<file path="src/rtl/ccp_pkg.sv">
package ccp_pkg;

  typedef enum logic [1:0] {
    MD_CAPT = 2'b00,
    MD_CMP  = 2'b01,
    MD_PWM  = 2'b10,
    MD_OFF  = 2'b11
  } ccp_mode_e;

  typedef enum logic [1:0] {
    ACT_NONE   = 2'b00,
    ACT_TOGGLE = 2'b01,
    ACT_CLEAR  = 2'b10,
    ACT_SET    = 2'b11
  } ccp_act_e;

  // edge qualification: bit 0 enables rising, bit 1 enables falling
  function automatic logic edge_hit(input logic [1:0] sel,
                                    input logic rise,
                                    input logic fall);
    return (sel[0] & rise) | (sel[1] & fall);
  endfunction

  // next pin state after a compare match
  function automatic logic cmp_next(input logic [1:0] act, input logic cur);
    logic nxt;
    case (act)
      ACT_TOGGLE: nxt = ~cur;
      ACT_CLEAR:  nxt = 1'b0;
      ACT_SET:    nxt = 1'b1;
      default:    nxt = cur;
    endcase
    return nxt;
  endfunction

endpackage

</file>
<file path="src/rtl/ccp_sync_edge.sv">
module ccp_sync_edge #(
  parameter int STAGES = 2
) (
  input  logic clk,
  input  logic rst_n,
  input  logic pin,
  output logic rise,
  output logic fall
);
  // STAGES synchronizer flops plus one history flop for edge detection
  localparam int DEPTH = STAGES + 1;

  logic [DEPTH-1:0] sh;

  always_ff @(posedge clk or negedge rst_n) begin
    if (!rst_n) sh <= '0;
    else        sh <= {sh[DEPTH-2:0], pin};
  end

  assign rise =  sh[STAGES-1] & ~sh[STAGES];
  assign fall = ~sh[STAGES-1] &  sh[STAGES];

endmodule

</file>
<file path="src/rtl/ccp_value_reg.sv">
module ccp_value_reg
  import ccp_pkg::*;
#(
  parameter int W = 16
) (
  input  logic         clk,
  input  logic         rst_n,
  input  logic [1:0]   mode,
  input  logic         wr_val,
  input  logic [W-1:0] wr_data,
  input  logic         cap_evt,
  input  logic [W-1:0] cnt,
  input  logic         reload_evt,
  output logic [W-1:0] val_q,
  output logic [W-1:0] buf_q
);

  always_ff @(posedge clk or negedge rst_n) begin
    if (!rst_n)      buf_q <= '0;
    else if (wr_val) buf_q <= wr_data;
  end

  always_ff @(posedge clk or negedge rst_n) begin
    if (!rst_n) begin
      val_q <= '0;
    end else begin
      case (ccp_mode_e'(mode))
        MD_CAPT: begin
          if (cap_evt)     val_q <= cnt;
          else if (wr_val) val_q <= wr_data;
        end
        MD_PWM: begin
          if (reload_evt)  val_q <= buf_q;
        end
        default: begin
          if (wr_val)      val_q <= wr_data;
        end
      endcase
    end
  end

endmodule

</file>
<file path="src/rtl/ccp_out_gen.sv">
module ccp_out_gen
  import ccp_pkg::*;
#(
  parameter int W = 16
) (
  input  logic         clk,
  input  logic         rst_n,
  input  logic [1:0]   mode,
  input  logic [1:0]   act,
  input  logic         pol_low,
  input  logic         match_evt,
  input  logic [W-1:0] cnt,
  input  logic [W-1:0] val,
  output logic         ch_out,
  output logic         pwm_lvl
);

  // high-true PWM level: active while the count is below the value
  function automatic logic below(input logic [W-1:0] c, input logic [W-1:0] v);
    return c < v;
  endfunction

  logic pin_q;
  logic lvl_q;

  always_ff @(posedge clk or negedge rst_n) begin
    if (!rst_n)
      pin_q <= 1'b0;
    else if (mode == MD_CMP && match_evt)
      pin_q <= cmp_next(act, pin_q);
  end

  always_ff @(posedge clk or negedge rst_n) begin
    if (!rst_n)              lvl_q <= 1'b0;
    else if (mode == MD_PWM) lvl_q <= below(cnt, val);
    else                     lvl_q <= 1'b0;
  end

  assign pwm_lvl = lvl_q;

  always_comb begin
    case (ccp_mode_e'(mode))
      MD_PWM:  ch_out = lvl_q ^ pol_low;
      MD_CMP:  ch_out = pin_q;
      default: ch_out = 1'b0;
    endcase
  end

endmodule

</file>
<file path="src/rtl/ccp_channel.sv">
module ccp_channel
  import ccp_pkg::*;
#(
  parameter int CNT_W     = 16,
  parameter int SYNC_STGS = 2
) (
  input  logic             clk,
  input  logic             rst_n,
  input  logic [CNT_W-1:0] cnt,
  input  logic             cnt_down,
  input  logic             center_mode,
  input  logic [CNT_W-1:0] mod_val,
  input  logic [1:0]       mode,
  input  logic [1:0]       edge_sel,
  input  logic [1:0]       cmp_act,
  input  logic             pol_low,
  input  logic             irq_en,
  input  logic             wr_val,
  input  logic [CNT_W-1:0] wr_data,
  input  logic             flag_clr,
  input  logic             cap_pin,
  output logic             ch_out,
  output logic [CNT_W-1:0] ch_val,
  output logic             flag,
  output logic             irq
);

  logic             pin_rise, pin_fall;
  logic             cap_evt, match_evt, reload_evt;
  logic             at_top;
  logic [CNT_W-1:0] buf_q;
  logic             pwm_lvl;

  ccp_sync_edge #(.STAGES(SYNC_STGS)) u_sync (
    .clk  (clk),
    .rst_n(rst_n),
    .pin  (cap_pin),
    .rise (pin_rise),
    .fall (pin_fall)
  );

  // named internal events
  assign cap_evt    = (mode == MD_CAPT) && edge_hit(edge_sel, pin_rise, pin_fall);
  assign match_evt  = ((mode == MD_CMP) || (mode == MD_PWM)) && (cnt == ch_val);
  assign at_top     = (cnt == mod_val) && (!center_mode || !cnt_down);
  assign reload_evt = (mode == MD_PWM) && at_top;

  ccp_value_reg #(.W(CNT_W)) u_val (
    .clk       (clk),
    .rst_n     (rst_n),
    .mode      (mode),
    .wr_val    (wr_val),
    .wr_data   (wr_data),
    .cap_evt   (cap_evt),
    .cnt       (cnt),
    .reload_evt(reload_evt),
    .val_q     (ch_val),
    .buf_q     (buf_q)
  );

  ccp_out_gen #(.W(CNT_W)) u_out (
    .clk      (clk),
    .rst_n    (rst_n),
    .mode     (mode),
    .act      (cmp_act),
    .pol_low  (pol_low),
    .match_evt(match_evt),
    .cnt      (cnt),
    .val      (ch_val),
    .ch_out   (ch_out),
    .pwm_lvl  (pwm_lvl)
  );

  // event flag: a new event takes priority over a clear
  always_ff @(posedge clk or negedge rst_n) begin
    if (!rst_n)                     flag <= 1'b0;
    else if (cap_evt || match_evt)  flag <= 1'b1;
    else if (flag_clr)              flag <= 1'b0;
  end

  assign irq = flag & irq_en;

endmodule

</file>
<file path="config.mk">
export PLATFORM = sky130hd
export DESIGN_NAME = ccp_channel
export DESIGN_NICKNAME = d
export VERILOG_FILES = /design/src/rtl/ccp_pkg.sv /design/src/rtl/ccp_sync_edge.sv /design/src/rtl/ccp_value_reg.sv /design/src/rtl/ccp_out_gen.sv /design/src/rtl/ccp_channel.sv
export SDC_FILE = /design/constraint.sdc
export NUM_CORES = 1
export LEC_CHECK = 0
export BUFFER_PORTS_ARGS = -buffer_cell sky130_fd_sc_hd__buf_4
export CORE_UTILIZATION = 54
export CTS_CLUSTER_SIZE = 10
export DETAILED_ROUTE_END_ITERATION = 10
export HOLD_SLACK_MARGIN = 0.12
export PLACE_DENSITY = 0.81
export SYNTH_ARGS = -nofsm -noshare
export SYNTH_HDL_FRONTEND = slang
export SYNTH_HIERARCHICAL = 1
export SYNTH_SLANG_ARGS = --single-unit
</file>
<file path="constraint.sdc">
create_clock -name clk -period 2.2 [get_ports clk]
set_input_delay 0.33 -clock clk [delete_from_list [all_inputs] [get_ports clk]]
set_output_delay 0.33 -clock clk [all_outputs]
set_load 0.01 [all_outputs]
</file>
### Yosys cells after proc, flatten, opt, wreduce, memory -nomap -nowiden

Index checks and enable logic that the tools add are counted.

* flip-flop bits (word level): 38
* bits of input ports: 63
* output and inout bits: 19
* word-level logic and storage cells: 48

* order comparisons: 1
* equality and inequality tests: 8
* mux-type cells: 9
* bitwise gates (word level): 10
* reduce and logical (&&, ||, !) cells: 14

Operator list (number)
* 2-to-1 mux 16 bit: 3
* equality test 16 bit: 2
* case mux 16 bit (2 select lines): 1
* < comparator 16 bit: 1
* equality test 2 bit (second input constant): 3
* AND 1 bit: 5
* logical AND 1 bit: 5
* equality test 2 x 1 -> 1 bit (second input constant): 2
* logical OR 1 bit: 3
* 2-to-1 mux 1 bit: 3
* NOT 1 bit: 3
* case mux 1 bit (3 select lines): 1
* nonzero test 3 bit: 1
* logical NOT 1 bit: 2
* logical NOT 2 bit: 1
* inequality test 2 bit (second input constant): 1
* case mux 1 bit (2 select lines): 1
* AND reduction 2 bit: 1
* nonzero test 2 bit: 1
* OR 1 bit: 1
* XOR 1 bit: 1

### Logic depth before layout (Yosys ltp)

* depth after elaboration: 7
* depth in mapped cells: 10
* gate-level depth less buffers: 8

### Hierarchy

The synthesis kept the hierarchy.

Modules (own cells, without submodules)
* ccp_value_reg: instances 1, cells each 220, area an instance 2089.5 um^2, seq. area each 800.8 um^2
* ccp_out_gen: instances 1, cells each 66, area an instance 509.2 um^2, seq. area each 50.0 um^2
* ccp_channel: instances 1, cells each 59, area an instance 475.5 um^2, seq. area each 25.0 um^2
* ccp_sync_edge: instances 1, cells each 5, area an instance 90.1 um^2, seq. area each 75.1 um^2

### Worst setup path before layout

OpenSTA, ideal clock, no wires.

* kind: in2reg
* start: in mode[0]
* end: reg u_val.val_q[12]
* library setup time: 0.127 ns
* data arrival time: 2.122 ns
* data required time: 2.073 ns
* path slack: -0.049 ns
* stages on the path: 10
* path buffers: 2
* cells stage by stage: inv_1 ha_1 nand3_1 or4_1 nor4_2 buf_2 buf_2 mux2_2 o22ai_1 a211oi_1

* elaborated cells on any way between the ends: 7
* classes of those cells: eq/ne: 2; mux: 2; reduce/logical: 3

RTL lines
* start, declared: RTL line ccp_channel.sv:13 `input logic [1:0] mode,`
* equality test 2 bit: RTL line ccp_channel.sv:46 `assign reload_evt = (mode == MD_PWM) && at_top;`
* logical AND 1 bit: RTL line ccp_channel.sv:46
* net reload_evt: RTL line ccp_channel.sv:29 `logic cap_evt, match_evt, reload_evt;`
* inequality test 2 bit (no source line)
* end signal, assigned: RTL line ccp_value_reg.sv:30 `else if (wr_val) val_q <= wr_data;`
* end signal, assigned: RTL line ccp_value_reg.sv:33 `if (reload_evt) val_q <= buf_q;`
* end signal, assigned: RTL line ccp_value_reg.sv:36 `if (wr_val) val_q <= wr_data;`
* end, declared: RTL line ccp_value_reg.sv:14 `output logic [W-1:0] val_q,`

The timed path passes the listed nets, and every way through them passes these cells.
A chain may end at the register's enable or synchronous reset.

### Worst setup path after layout

* start: in cnt[8]
* end: reg u_val.val_q[10]

* word-level cells in the longest chain between the ends: 4

Ends and longest elaborated chain
* start, declared: RTL line ccp_channel.sv:9 `input logic [CNT_W-1:0] cnt,`
* equality test 16 bit: RTL line ccp_channel.sv:45 `assign at_top = (cnt == mod_val) && (!center_mode || !cnt_down);`
* logical AND 1 bit: RTL line ccp_channel.sv:45
* logical AND 1 bit: RTL line ccp_channel.sv:46
* net reload_evt: RTL line ccp_channel.sv:29
* inequality test 2 bit (no source line)

The timed path passes the listed nets, and every way through them passes these cells.

==> run summary <==
Status -> complete, no violations
Dpl cell area -> 3956 µm²
Port bufs -> 81
Die W -> 78.55 µm
CP startpoint kind -> input pin
EDFF count, synth -> 0
Minimum clock period -> 2.179 ns
Finished Cell Area -> 4141 µm²
CP most frequent cell -> buf_4
Dpl hpwl -> 6.537 mm
Syn_nets -> 432
Gpl congestion -> 0.8427
Sink Count -> 38
Core region area -> 5574 µm²
CP Max Fanout -> 5
Rel. slew slack -> 64.86%
Async set-or-reset flop fraction in the synthesized netlist -> 100.0%
Yosys cell types -> 48
HP Class -> in2reg
Final wirelength -> 9.143 mm
Io pins -> 82
R2r setup slk -> 0.18 ns
CTS tree -> built
P_leak -> 1.868 nW
CTS root buffer -> clkbuf_8
Critical path class -> in2reg
Inst Count DP -> 509
Commonest register cell after synthesis -> dfrtp_1
Largest net degree at the start of global routing -> 46
Filler instances -> 428
YS warnings -> 6
DIE AREA -> 6170 µm²
1st-iter DRT viols -> 303
Critical path capture point type -> flip-flop
Share of post-route cells with drive strength above 1 -> 33.86%
Count of pins over their slew limit -> 0
Crit path DAT -> 2.35 ns
Cell area after synthesis -> 3164 µm²
CTS max path bufs -> 2
Max Fclk -> 0.4588 GHz
Least-Margin Pin Slew -> 0.5271 ns
CTS buffer count -> 5
Clk slew on worst S/H paths -> 0.07 ns
Initial Util -> 56.77%
RSZ-0062 raised after global routing -> true
Crit path cell chain -> buf_4, xnor2_4, nand4_1, or4_4, nor4_4, buf_4, mux2_2, o22ai_1, a211oi_1
Fin nets -> 529
Number of max-cap violations -> 0
Total number of vias -> 3168
Power Total -> 2.184 mW
Required @ worst endpoint -> 2.38 ns
Initial antenna violation count -> 0
GRT Residual Overflow -> 0
Largest stage delay on the critical path -> 0.52 ns
Worst skew pair latency -> 0.29 ns
Max stage delay cell, worst path -> or4_4
ANT cells -> 0
Pwr/cell area -> 527.4 nW/µm²
# setup viols final -> 0
Clock skew -> 0.005003 ns
Fin cells -> 518
Syn_area_per_cell -> 9.041 µm²
1st-pass router iterations -> 6
First-pass GRT wire length -> 14.12 mm
H-tree depth -> 2
Final ANT Viol Nets -> 0
Final period utilization -> 99.07%
Post-synthesis register bit count -> 38
Vias/cell -> 6.116
Sequential share of the synthesized area -> 30.05%
Number of global-route vias before repair -> 2938
Die H -> 78.55 µm
Post-Syn Instances -> 350
DRC errors left -> 0
Routed WL per cell -> 17.65 µm
Row cnt -> 27
Fin. Hold Viols -> 0
GRT Util Overall -> 29.48%
Area Growth Syn to Fin -> 30.88%
Worst VDD drop -> 0.3125 mV
[layout by cell type, fill, tap and decap left out, types with 2 or more instances in the layout]
cell / instances
a2111oi_2: 7
dfrtp_1: 38
a211oi_1: 8
mux2_1: 9
o22ai_1: 19
a22o_1: 7
o31ai_1: 2
xor2_1: 13
nand4_1: 5
ha_1: 19
xnor2_1: 17
o21ai_0: 18
nand3b_1: 14
or3b_2: 2
mux2i_1: 2
or2_2: 9
mux2_2: 7
nor2b_1: 5
and4_1: 2
buf_4: 108
nor2_1: 9
clkbuf_8: 6
nand2_1: 25
a21oi_1: 15
nand2b_1: 3
a22oi_1: 2
o22ai_2: 2
nor4_1: 3
xnor2_2: 2
a221oi_1: 8
or3b_1: 10
inv_1: 30
[metal layers]
layer | global-route usage [%] | share of wire, % | vias up
li1 | - | - | 1472
met3 | 5.116 | 7.6 | 26
met5 | 0 | 0 | -
met4 | 10.93 | 2.5 | 0
met2 | 48.35 | 48 | 159
met1 | 38.65 | 41 | 1511
[critical path, delay by kind of cell]
family                 cells  cell delay, ns
AND/OR/NAND/NOR            3            0.90
buffers and inverters      2            0.36
multiplexers               1            0.34
AO/OA/AOI/OAI              2            0.24
XOR/XNOR                   1            0.18
[power by group]
group / leakage (nW) / total, mW / switching [mW] / internal [mW]
Sequential: 0.452 / 0.884 / 0.103 / 0.782
Combinational: 1.37 / 0.817 / 0.393 / 0.424
Clock: 0.0431 / 0.483 / 0.241 / 0.242
Total: 1.87 / 2.18 / 0.737 / 1.45
[per-stage QoR]
stage,util [%],setup slack [ns],setup TNS (ns),hold slack (ns)
floorplan,-,0.02707,0,0.03441
global placement,70.98,-0.3530,-4.795,0.3368
detailed placement,70.98,-0.3732,-5.208,0.3327
CTS,72.77,0.005317,0,0.1509
global route,74.30,0.01128,0,0.1474
finish,74.30,0.02055,0,0.1504
[cell usage after synthesis (8+ instances only)]
cell      number  area [µm²]
dfrtp_1       38       950.9
inv_1         30       112.6
nand2_1       25       93.84
xnor2_1       20       175.2
ha_1          19       237.7
o22ai_1       19       118.9
o21ai_0       18       90.09
a21oi_1       15       75.07
nand3b_1      14       105.1
xor2_1        13       113.9
buf_2         12       60.06
or3b_1        10       87.58
mux2_1         9       101.4
nor2_1         9       33.78
or2_2          9       56.30
a211oi_1       8       60.06
a221oi_1       8       70.07
[registers in the layout, summed over array words and instances, names as in the netlist]
| signal | cells |
|---|---|
| u_val/val_q | 16 |
| u_val/buf_q | 16 |
| flag | 1 |
| u_out/pin_q | 1 |
| u_out/pwm_lvl | 1 |
| u_sync/sh | 3 |
[cell type report]
type                            count  area [µm²]  share of cell area, %
Multi-Input combinational cell    261        2059                  49.73
Timing Repair Buffer              111       845.8                  20.42
Tap cell                           72       90.09                  2.175
Inverter                           30       112.6                  2.719
Sequential cell                    38       950.9                  22.96
Clock buffer                        6       82.58                  1.994
[kinds of logic after synthesis]
group,count (synthesis),synth area share [%]
buf+inv,51,7.394
compound gates,94,20.96
flops,38,30.05
xor+xnor,33,9.134
mux,18,6.327
simple gates,97,18.62
fa+ha+maj,19,7.513
[path summary, 6_finish.rpt]
kind | from | endpoint | cells past startpoint
hold / removal | cap_pin | u_sync/sh[0] | 1
setup reg to reg | u_val/val_q[8] | u_out/pin_q | 7
setup / recovery | cnt[8] | u_val/val_q[10] | 9
max in group asynchronous | rst_n | u_val/val_q[6] | 2
hold reg to reg | u_sync/sh[0] | u_sync/sh[1] | 0
min in group asynchronous | rst_n | u_val/buf_q[0] | 2
[timing repair]
item | in CTS | in global routing
setup endpoints to repair | 13 | 17
hold buffers | 1 | 0
buffers inserted | 0 | 1
gates resized for setup | 1 | 14
gates cloned | 0 | 1
endpoints found under the hold margin | 38 | 0
No activity file was read; power rests on OpenSTA's default activity.
